<file path="config.mk">
export PLATFORM = sky130hd
export DESIGN_NAME = lpt_refill
export DESIGN_NICKNAME = d
export VERILOG_FILES = /design/src/rtl/lpt_pkg.sv /design/src/rtl/lpt_addr_gen.sv /design/src/rtl/lpt_seq.sv /design/src/rtl/lpt_refill.sv
export SDC_FILE = /design/constraint.sdc
export NUM_CORES = 1
export LEC_CHECK = 0
export BUFFER_PORTS_ARGS = -buffer_cell sky130_fd_sc_hd__buf_4
export CORE_MARGIN = 1.5
export CORE_UTILIZATION = 30
export CTS_CLUSTER_SIZE = 25
export DETAILED_ROUTE_END_ITERATION = 16
export GPL_TIMING_DRIVEN = 0
export HOLD_SLACK_MARGIN = 0.12
export PLACE_DENSITY = 0.64
export SYNTH_ARGS = -nofsm -noshare
export SYNTH_HDL_FRONTEND = slang
export SYNTH_SLANG_ARGS = --single-unit
</file>
<file path="constraint.sdc">
create_clock -name clk_i -period 4.9 [get_ports clk_i]
set_clock_uncertainty 0.1 [all_clocks]
set_input_delay 0.49 -clock clk_i [delete_from_list [all_inputs] [get_ports clk_i]]
set_output_delay 0.49 -clock clk_i [all_outputs]
set_load 0.02 [all_outputs]
</file>
<file path="src/rtl/lpt_pkg.sv">
package lpt_pkg;
  localparam int VA_W    = 64;
  localparam int PG_SH   = 13;
  localparam int VPN_W   = VA_W - PG_SH;
  localparam int UVPN_HI = 42;
  localparam int UVPN_W  = UVPN_HI - PG_SH + 1;
  localparam int HI_W    = VA_W - UVPN_HI - 1;
  localparam int ENT_SH  = 3;
  localparam int IDX_W   = 10;
  localparam int L1_LSB  = PG_SH + IDX_W;
  localparam int L2_LSB  = PG_SH;
  localparam int PTE_W   = 64;
  localparam int PROT_W  = 3;

  typedef enum logic [2:0] {
    ST_IDLE, ST_LOOKUP, ST_WALK1, ST_WALK2,
    ST_TBL_INST, ST_FETCH, ST_USR_INST, ST_FAULT
  } seq_state_e;

  typedef enum logic [1:0] {SEL_L1, SEL_L2, SEL_PTE} addr_sel_e;
endpackage

</file>
<file path="src/rtl/lpt_addr_gen.sv">
module lpt_addr_gen
  import lpt_pkg::*;
#(
  parameter int PA_W = 40
) (
  input  logic [HI_W-1:0]       va_hi_i,
  input  logic [UVPN_W-1:0]     uvpn_i,
  input  logic [VA_W-1:0]       ptbase_i,
  input  logic [PA_W-1:0]       sysbase_i,
  input  logic [PA_W-PG_SH-1:0] l2_pfn_i,
  input  logic [PA_W-PG_SH-1:0] tbl_pfn_i,
  input  addr_sel_e             sel_i,
  output logic                  va_ok_o,
  output logic [VPN_W-1:0]      tbl_vpn_o,
  output logic [PA_W-1:0]       addr_o
);
  logic [VA_W-1:0] ent_va;
  logic [PA_W-1:0] l1_a, l2_a, pte_a;

  assign va_ok_o   = (va_hi_i == '0);
  assign ent_va    = ptbase_i + (VA_W'(uvpn_i) << ENT_SH);
  assign tbl_vpn_o = ent_va[VA_W-1:PG_SH];
  assign l1_a      = sysbase_i + (PA_W'(ent_va[L1_LSB +: IDX_W]) << ENT_SH);
  assign l2_a      = {l2_pfn_i, {PG_SH{1'b0}}} + (PA_W'(ent_va[L2_LSB +: IDX_W]) << ENT_SH);
  assign pte_a     = {tbl_pfn_i, ent_va[PG_SH-1:0]};

  always_comb begin
    case (sel_i)
      SEL_L1:  addr_o = l1_a;
      SEL_L2:  addr_o = l2_a;
      default: addr_o = pte_a;
    endcase
  end
endmodule

</file>
<file path="src/rtl/lpt_seq.sv">
module lpt_seq
  import lpt_pkg::*;
#(
  parameter int PA_W = 40
) (
  input  logic                  clk_i,
  input  logic                  rst_ni,
  input  logic                  miss_valid_i,
  input  logic                  miss_kern_i,
  input  logic                  va_ok_i,
  input  logic                  lkup_hit_i,
  input  logic [PA_W-PG_SH-1:0] lkup_pfn_i,
  input  logic                  rvalid_i,
  input  logic [PTE_W-1:0]      rdata_i,
  output logic                  ready_o,
  output logic                  accept_o,
  output logic                  lkup_o,
  output logic                  mem_req_o,
  output addr_sel_e             sel_o,
  output logic                  tbl_wr_o,
  output logic                  usr_wr_o,
  output logic                  resp_valid_o,
  output logic                  resp_fault_o,
  output logic                  kern_o,
  output logic [PA_W-PG_SH-1:0] l2_pfn_o,
  output logic [PA_W-PG_SH-1:0] tbl_pfn_o,
  output logic [PA_W-PG_SH-1:0] usr_pfn_o,
  output logic [PROT_W-1:0]     usr_prot_o
);
  localparam int PFN_W = PA_W - PG_SH;

  seq_state_e        st_q, st_d;
  logic              sent_q, kern_q;
  logic [PFN_W-1:0]  l2_pfn_q, tbl_pfn_q, usr_pfn_q;
  logic [PROT_W-1:0] usr_prot_q;
  logic              mem_st, rd_done, rd_ok;
  logic [PFN_W-1:0]  rd_pfn;
  logic              unused_rdata;

  assign mem_st    = (st_q == ST_WALK1) || (st_q == ST_WALK2) || (st_q == ST_FETCH);
  assign mem_req_o = mem_st && !sent_q;
  assign rd_done   = mem_st && sent_q && rvalid_i;
  assign rd_ok     = rdata_i[0];
  assign rd_pfn    = rdata_i[PA_W-1:PG_SH];
  assign unused_rdata = ^{rdata_i[PTE_W-1:PA_W], rdata_i[PG_SH-1:PROT_W+1]};

  always_comb begin
    st_d = st_q;
    unique case (st_q)
      ST_IDLE:     if (miss_valid_i) st_d = va_ok_i ? ST_LOOKUP : ST_FAULT;
      ST_LOOKUP:   st_d = lkup_hit_i ? ST_FETCH : ST_WALK1;
      ST_WALK1:    if (rd_done) st_d = rd_ok ? ST_WALK2 : ST_FAULT;
      ST_WALK2:    if (rd_done) st_d = rd_ok ? ST_TBL_INST : ST_FAULT;
      ST_TBL_INST: st_d = ST_FETCH;
      ST_FETCH:    if (rd_done) st_d = rd_ok ? ST_USR_INST : ST_FAULT;
      default:     st_d = ST_IDLE;
    endcase
  end

  always_ff @(posedge clk_i or negedge rst_ni) begin
    if (!rst_ni) begin
      st_q       <= ST_IDLE;
      sent_q     <= 1'b0;
      kern_q     <= 1'b0;
      l2_pfn_q   <= '0;
      tbl_pfn_q  <= '0;
      usr_pfn_q  <= '0;
      usr_prot_q <= '0;
    end else begin
      st_q <= st_d;
      if (mem_req_o) sent_q <= 1'b1;
      else if (rd_done) sent_q <= 1'b0;
      if (accept_o) kern_q <= miss_kern_i;
      if (lkup_o && lkup_hit_i) tbl_pfn_q <= lkup_pfn_i;
      if (rd_done) begin
        case (st_q)
          ST_WALK1: l2_pfn_q <= rd_pfn;
          ST_WALK2: tbl_pfn_q <= rd_pfn;
          ST_FETCH: begin
            usr_pfn_q  <= rd_pfn;
            usr_prot_q <= rdata_i[PROT_W:1];
          end
          default: ;
        endcase
      end
    end
  end

  assign ready_o      = (st_q == ST_IDLE);
  assign accept_o     = ready_o && miss_valid_i;
  assign lkup_o       = (st_q == ST_LOOKUP);
  assign tbl_wr_o     = (st_q == ST_TBL_INST);
  assign usr_wr_o     = (st_q == ST_USR_INST);
  assign resp_valid_o = (st_q == ST_USR_INST) || (st_q == ST_FAULT);
  assign resp_fault_o = (st_q == ST_FAULT);
  assign sel_o        = (st_q == ST_WALK1) ? SEL_L1 : (st_q == ST_WALK2) ? SEL_L2 : SEL_PTE;
  assign kern_o       = kern_q;
  assign l2_pfn_o     = l2_pfn_q;
  assign tbl_pfn_o    = tbl_pfn_q;
  assign usr_pfn_o    = usr_pfn_q;
  assign usr_prot_o   = usr_prot_q;
endmodule

</file>
<file path="src/rtl/lpt_refill.sv">
module lpt_refill
  import lpt_pkg::*;
#(
  parameter int PA_W = 40
) (
  input  logic                  clk_i,
  input  logic                  rst_ni,
  input  logic [VA_W-1:0]       ptbase_i,
  input  logic [PA_W-1:0]       sysbase_i,
  input  logic                  miss_valid_i,
  input  logic [VA_W-1:0]       miss_va_i,
  input  logic                  miss_kern_i,
  output logic                  miss_ready_o,
  output logic                  resp_valid_o,
  output logic                  resp_fault_o,
  output logic                  tlb_lkup_o,
  output logic [VPN_W-1:0]      tlb_lkup_vpn_o,
  input  logic                  tlb_hit_i,
  input  logic [PA_W-PG_SH-1:0] tlb_hit_pfn_i,
  output logic                  tlb_wr_o,
  output logic [VPN_W-1:0]      tlb_wr_vpn_o,
  output logic [PA_W-PG_SH-1:0] tlb_wr_pfn_o,
  output logic [PROT_W-1:0]     tlb_wr_prot_o,
  output logic                  mem_req_o,
  output logic [PA_W-1:0]       mem_addr_o,
  input  logic                  mem_rvalid_i,
  input  logic [PTE_W-1:0]      mem_rdata_i
);
  localparam int PFN_W = PA_W - PG_SH;

  logic [UVPN_W-1:0] uvpn_q;
  logic              va_ok, accept, tbl_wr, usr_wr, kern;
  addr_sel_e         sel;
  logic [PFN_W-1:0]  l2_pfn, tbl_pfn, usr_pfn;
  logic [PROT_W-1:0] usr_prot;
  logic [VPN_W-1:0]  tbl_vpn;
  logic              unused_va;

  assign unused_va = ^miss_va_i[PG_SH-1:0];

  always_ff @(posedge clk_i or negedge rst_ni) begin
    if (!rst_ni) uvpn_q <= '0;
    else if (accept) uvpn_q <= miss_va_i[UVPN_HI:PG_SH];
  end

  lpt_addr_gen #(.PA_W(PA_W)) u_addr (
    .va_hi_i   (miss_va_i[VA_W-1:UVPN_HI+1]),
    .uvpn_i    (uvpn_q),
    .ptbase_i  (ptbase_i),
    .sysbase_i (sysbase_i),
    .l2_pfn_i  (l2_pfn),
    .tbl_pfn_i (tbl_pfn),
    .sel_i     (sel),
    .va_ok_o   (va_ok),
    .tbl_vpn_o (tbl_vpn),
    .addr_o    (mem_addr_o)
  );

  lpt_seq #(.PA_W(PA_W)) u_seq (
    .clk_i        (clk_i),
    .rst_ni       (rst_ni),
    .miss_valid_i (miss_valid_i),
    .miss_kern_i  (miss_kern_i),
    .va_ok_i      (va_ok),
    .lkup_hit_i   (tlb_hit_i),
    .lkup_pfn_i   (tlb_hit_pfn_i),
    .rvalid_i     (mem_rvalid_i),
    .rdata_i      (mem_rdata_i),
    .ready_o      (miss_ready_o),
    .accept_o     (accept),
    .lkup_o       (tlb_lkup_o),
    .mem_req_o    (mem_req_o),
    .sel_o        (sel),
    .tbl_wr_o     (tbl_wr),
    .usr_wr_o     (usr_wr),
    .resp_valid_o (resp_valid_o),
    .resp_fault_o (resp_fault_o),
    .kern_o       (kern),
    .l2_pfn_o     (l2_pfn),
    .tbl_pfn_o    (tbl_pfn),
    .usr_pfn_o    (usr_pfn),
    .usr_prot_o   (usr_prot)
  );

  assign tlb_lkup_vpn_o = tbl_vpn;
  assign tlb_wr_o       = tbl_wr || usr_wr;
  assign tlb_wr_vpn_o   = usr_wr ? VPN_W'(uvpn_q) : tbl_vpn;
  assign tlb_wr_pfn_o   = usr_wr ? usr_pfn : tbl_pfn;
  // table-page protection is synthesised: read-only, kernel bit from faulting mode
  assign tlb_wr_prot_o  = usr_wr ? usr_prot : {kern, 2'b01};
endmodule

</file>
==> impl_metrics.json <==
{
  "status": "complete, but fails checks",
  "failed_checks": "setup timing",
  "powerDensity_mw_per_mm2": 837.6,
  "yosys_warnings": 0,
  "cp-startpoint": "uvpn_q[13]",
  "vdd_ir_drop_max_mv": 0.4182,
  "synth.most_common_cell": "nand2_1",
  "synthCells": 1171,
  "holdCritStartpoint": "miss_va_i[20]",
  "critPathMaxStageDelay_ns": 0.42,
  "leakage_nw": 7.152,
  "whs_ns": 0.1688,
  "area_growth_pct": 59.44,
  "netlist_top_cells_area": "dfrtp_1 (30%), mux2_2 (9.8%), nand2_1 (8.5%)",
  "synth_top_area_share_pct": 30.25,
  "path_common_cell": "buf_6",
  "worstSetupEndpointType": "primary output",
  "core-area_mm2": 0.03245,
  "wl_per_cell_um": 21.67,
  "numCtsBuffers": 17,
  "clock_latency_ns": 0.44,
  "criticalPathCategory": "register to primary output",
  "multi_input_area_mm2": 0.007541,
  "grt-ovfl-total": 0,
  "synth_commonest_cells": "nand2_1 (223), dfrtp_1 (119), mux2_2 (86)",
  "ys_types": 62,
  "setup-violations-final": 30,
  "ys_seq_area_share_pct": 30.25,
  "cts_tree": "yes",
  "drc_errors": 0,
  "ff_latch_area_mm2": 0.002979,
  "worst_ep_required_time_ns": 4.31,
  "nNetsFinal": 1957,
  "crit_path_start_kind": "register",
  "path_clk_slew_ns": 0.07,
  "place_ws_ns": -1.491,
  "min_period_over_period_pct": 107.6,
  "clock-root-buffer": "clkbuf_16",
  "n_fill_cell": 3123,
  "period_needed_ns": 5.270,
  "synth-seq-cells": 119,
  "syn_area_mm2": 0.009844,
  "fp.dieH_um": 184.2,
  "totalWireLength_um": 45710,
  "power_w": 0.01315,
  "clock_path_buffers": 2,
  "path_delay_family": "compound AO/OA/AOI/OAI gates",
  "placedCellCount": 2010,
  "drv_slew": 0,
  "grt_use_total_pct": 25.97,
  "drt_iter0_drc": 614,
  "min_path_type": "input pin to register",
  "slowest_stage": "dfrtp_1",
  "drt_pass1_iterations": 5,
  "yosys.area.top_type": "dfrtp_1",
  "drive_gt1_share_pct": 43.72,
  "gp_congestion": 0.8935,
  "die-area_mm2": 0.03391,
  "rr_startpoint": "u_seq.st_q[1]",
  "h-tree-depth": 4,
  "post-dp-hpwl_um": 34790,
  "worstMarginPinSlew_ns": 1.005,
  "synth_edf_count": 0,
  "synthFlopType": "dfrtp_1",
  "async_flop_share_pct": 100.0,
  "hold_violations": 0,
  "fin_util_pct": 48.37,
  "postLayoutSetupSlackWorst_ns": -0.3702,
  "first_global_vias": 11140,
  "grt_first_pass_wirelength_um": 65340,
  "start_util_pct": 30.33,
  "vias": 11030,
  "syn_nets": 1478,
  "antenna_found_initial": 4,
  "crit_buf_inv": 4,
  "ios": 443,
  "antenna_left": 0,
  "portBuffers": 396,
  "num_rows": 66,
  "maxCapViolCount": 0,
  "viasPerCell": 5.228,
  "max_freq_mhz": 189.7,
  "worst_ep_arrival_time_ns": 4.68,
  "crit_chain": "ha_4 -> buf_6 -> nand4_1 -> or2_4 -> a211oi_4 -> o31a_1 -> nor2_1 -> o21ai_2 -> xor2_2 -> ha_4 -> nand3_4 -> o2111ai_4 -> a41oi_4 -> buf_12 -> nor3_4 -> buf_6 -> nand2_1 -> nor2_1 -> xnor2_1 -> o21ai_2 -> buf_6",
  "path_max_fanout": 6,
  "slew_headroom_pct": 32.97,
  "cts.sinks": 119,
  "fp.dieW_um": 184.2,
  "rsz0062_at_grt": "yes",
  "grt_max_degree": 74,
  "syn_avg_cell_area_um2": 8.407,
  "final_cells": 2109
}
-- per-layer routing --
metal	track usage [%]	wire [um]	vias up	share of wire [%]
li1	-	-	5123	-
met1	28.34	17360	5305	38
met2	46.86	23070	505	50
met3	7.252	3629	92	7.9
met4	11.21	1656	0	3.6
met5	0	0	-	0
-- worst paths after layout --
path,endpoint,slack (ns),cells after the start
setup / recovery,mem_addr_o[39],-0.37,21
hold / removal,uvpn_q[7],0.17,2
setup reg to reg,u_seq.l2_pfn_o[12],1.96,7
hold reg to reg,u_seq.l2_pfn_o[23],0.38,1
max in group asynchronous,uvpn_q[2],3.46,3
min in group asynchronous,u_seq.l2_pfn_o[11],0.47,2
-- cells in the final DEF (no fill, tap or decap), types with 5 or more instances in the layout --
| cell type | Yosys | final |
|---|---|---|
| buf_6 | 0 | 25 |
| o21ai_2 | 0 | 18 |
| o21ai_0 | 60 | 45 |
| xor2_1 | 36 | 29 |
| a21oi_1 | 69 | 60 |
| nor3_1 | 9 | 9 |
| clkbuf_16 | 0 | 17 |
| nand2_1 | 223 | 221 |
| a31o_2 | 5 | 5 |
| xnor2_1 | 50 | 43 |
| ha_1 | 40 | 11 |
| o211ai_1 | 9 | 9 |
| buf_4 | 1 | 441 |
| nand2b_1 | 25 | 22 |
| o21a_1 | 8 | 7 |
| nor2_1 | 55 | 49 |
| buf_1 | 12 | 12 |
| a21oi_4 | 0 | 5 |
| mux2_2 | 86 | 86 |
| xor2_2 | 0 | 5 |
| mux2i_1 | 52 | 52 |
| a21o_1 | 18 | 18 |
| clkbuf_1 | 51 | 40 |
| nor4_1 | 7 | 5 |
| ha_4 | 0 | 23 |
| inv_1 | 20 | 19 |
| a31oi_1 | 9 | 5 |
| nand3_1 | 27 | 23 |
| dfrtp_1 | 119 | 118 |
| mux2_1 | 21 | 21 |
| o21ai_1 | 23 | 18 |
| and2_1 | 11 | 11 |
| nand4_1 | 25 | 25 |
| inv_6 | 0 | 5 |
| ha_2 | 0 | 6 |
| and3_1 | 27 | 27 |
| xnor2_2 | 0 | 6 |
-- through the flow --
| stage | area, um^2 | TNS, ns |
|---|---|---|
| floorplan | 9928 | -0.001221 |
| global placement | 13450 | -32.91 |
| detailed placement | 13490 | -34.89 |
| CTS | 15160 | -9.221 |
| global route | 15690 | -11.90 |
| finish | 15700 | -7.093 |
-- logic make-up after synthesis --
group           count (synthesis)  share of synthesized area [%]
compound gates                249                          15.67
buf+inv                        88                          3.431
xor+xnor                       86                          7.651
flops                         119                          30.25
simple gates                  428                          19.98
mux                           159                          17.53
fa+ha+maj                      42                          5.491
-- layout make-up --
| class | count | share of cell area [%] |
|---|---|---|
| sequential | 119 | 18.98 |
| inverter | 21 | 0.5022 |
| antenna | 4 | 0.06377 |
| clock inverter | 15 | 1.220 |
| timing repair buffer | 469 | 23.37 |
| buffer | 58 | 1.586 |
| clock buffer | 17 | 2.710 |
| tap | 442 | 3.523 |
| multi-input combinational | 964 | 48.04 |
-- registers in the layout, summed over array words and instances, names as in the netlist --
name / flops
u_seq.kern_o: 1
u_seq.l2_pfn_o: 27
u_seq.sent_q: 1
u_seq.st_q: 3
u_seq.tbl_pfn_o: 27
u_seq.usr_pfn_o: 27
u_seq.usr_prot_o: 3
uvpn_q: 30
-- power breakdown --
part / leakage, nW / internal [W] / switching [W]
sequential: 1.44 / 0.00148 / 0.000358
combinational: 5.42 / 0.00435 / 0.00560
clock: 0.297 / 0.000812 / 0.000548
-- timing repair --
action                                  4_1_cts  5_1_grt
hold buffers                                  1        0
endpoints found under the hold margin        46        0
pin swaps                                    56       40
gates resized for setup                     132       65
gates cloned                                  1        0
endpoints found under the setup margin       35       34
buffers inserted                             49       21
No activity file was read; power rests on OpenSTA's default activity.
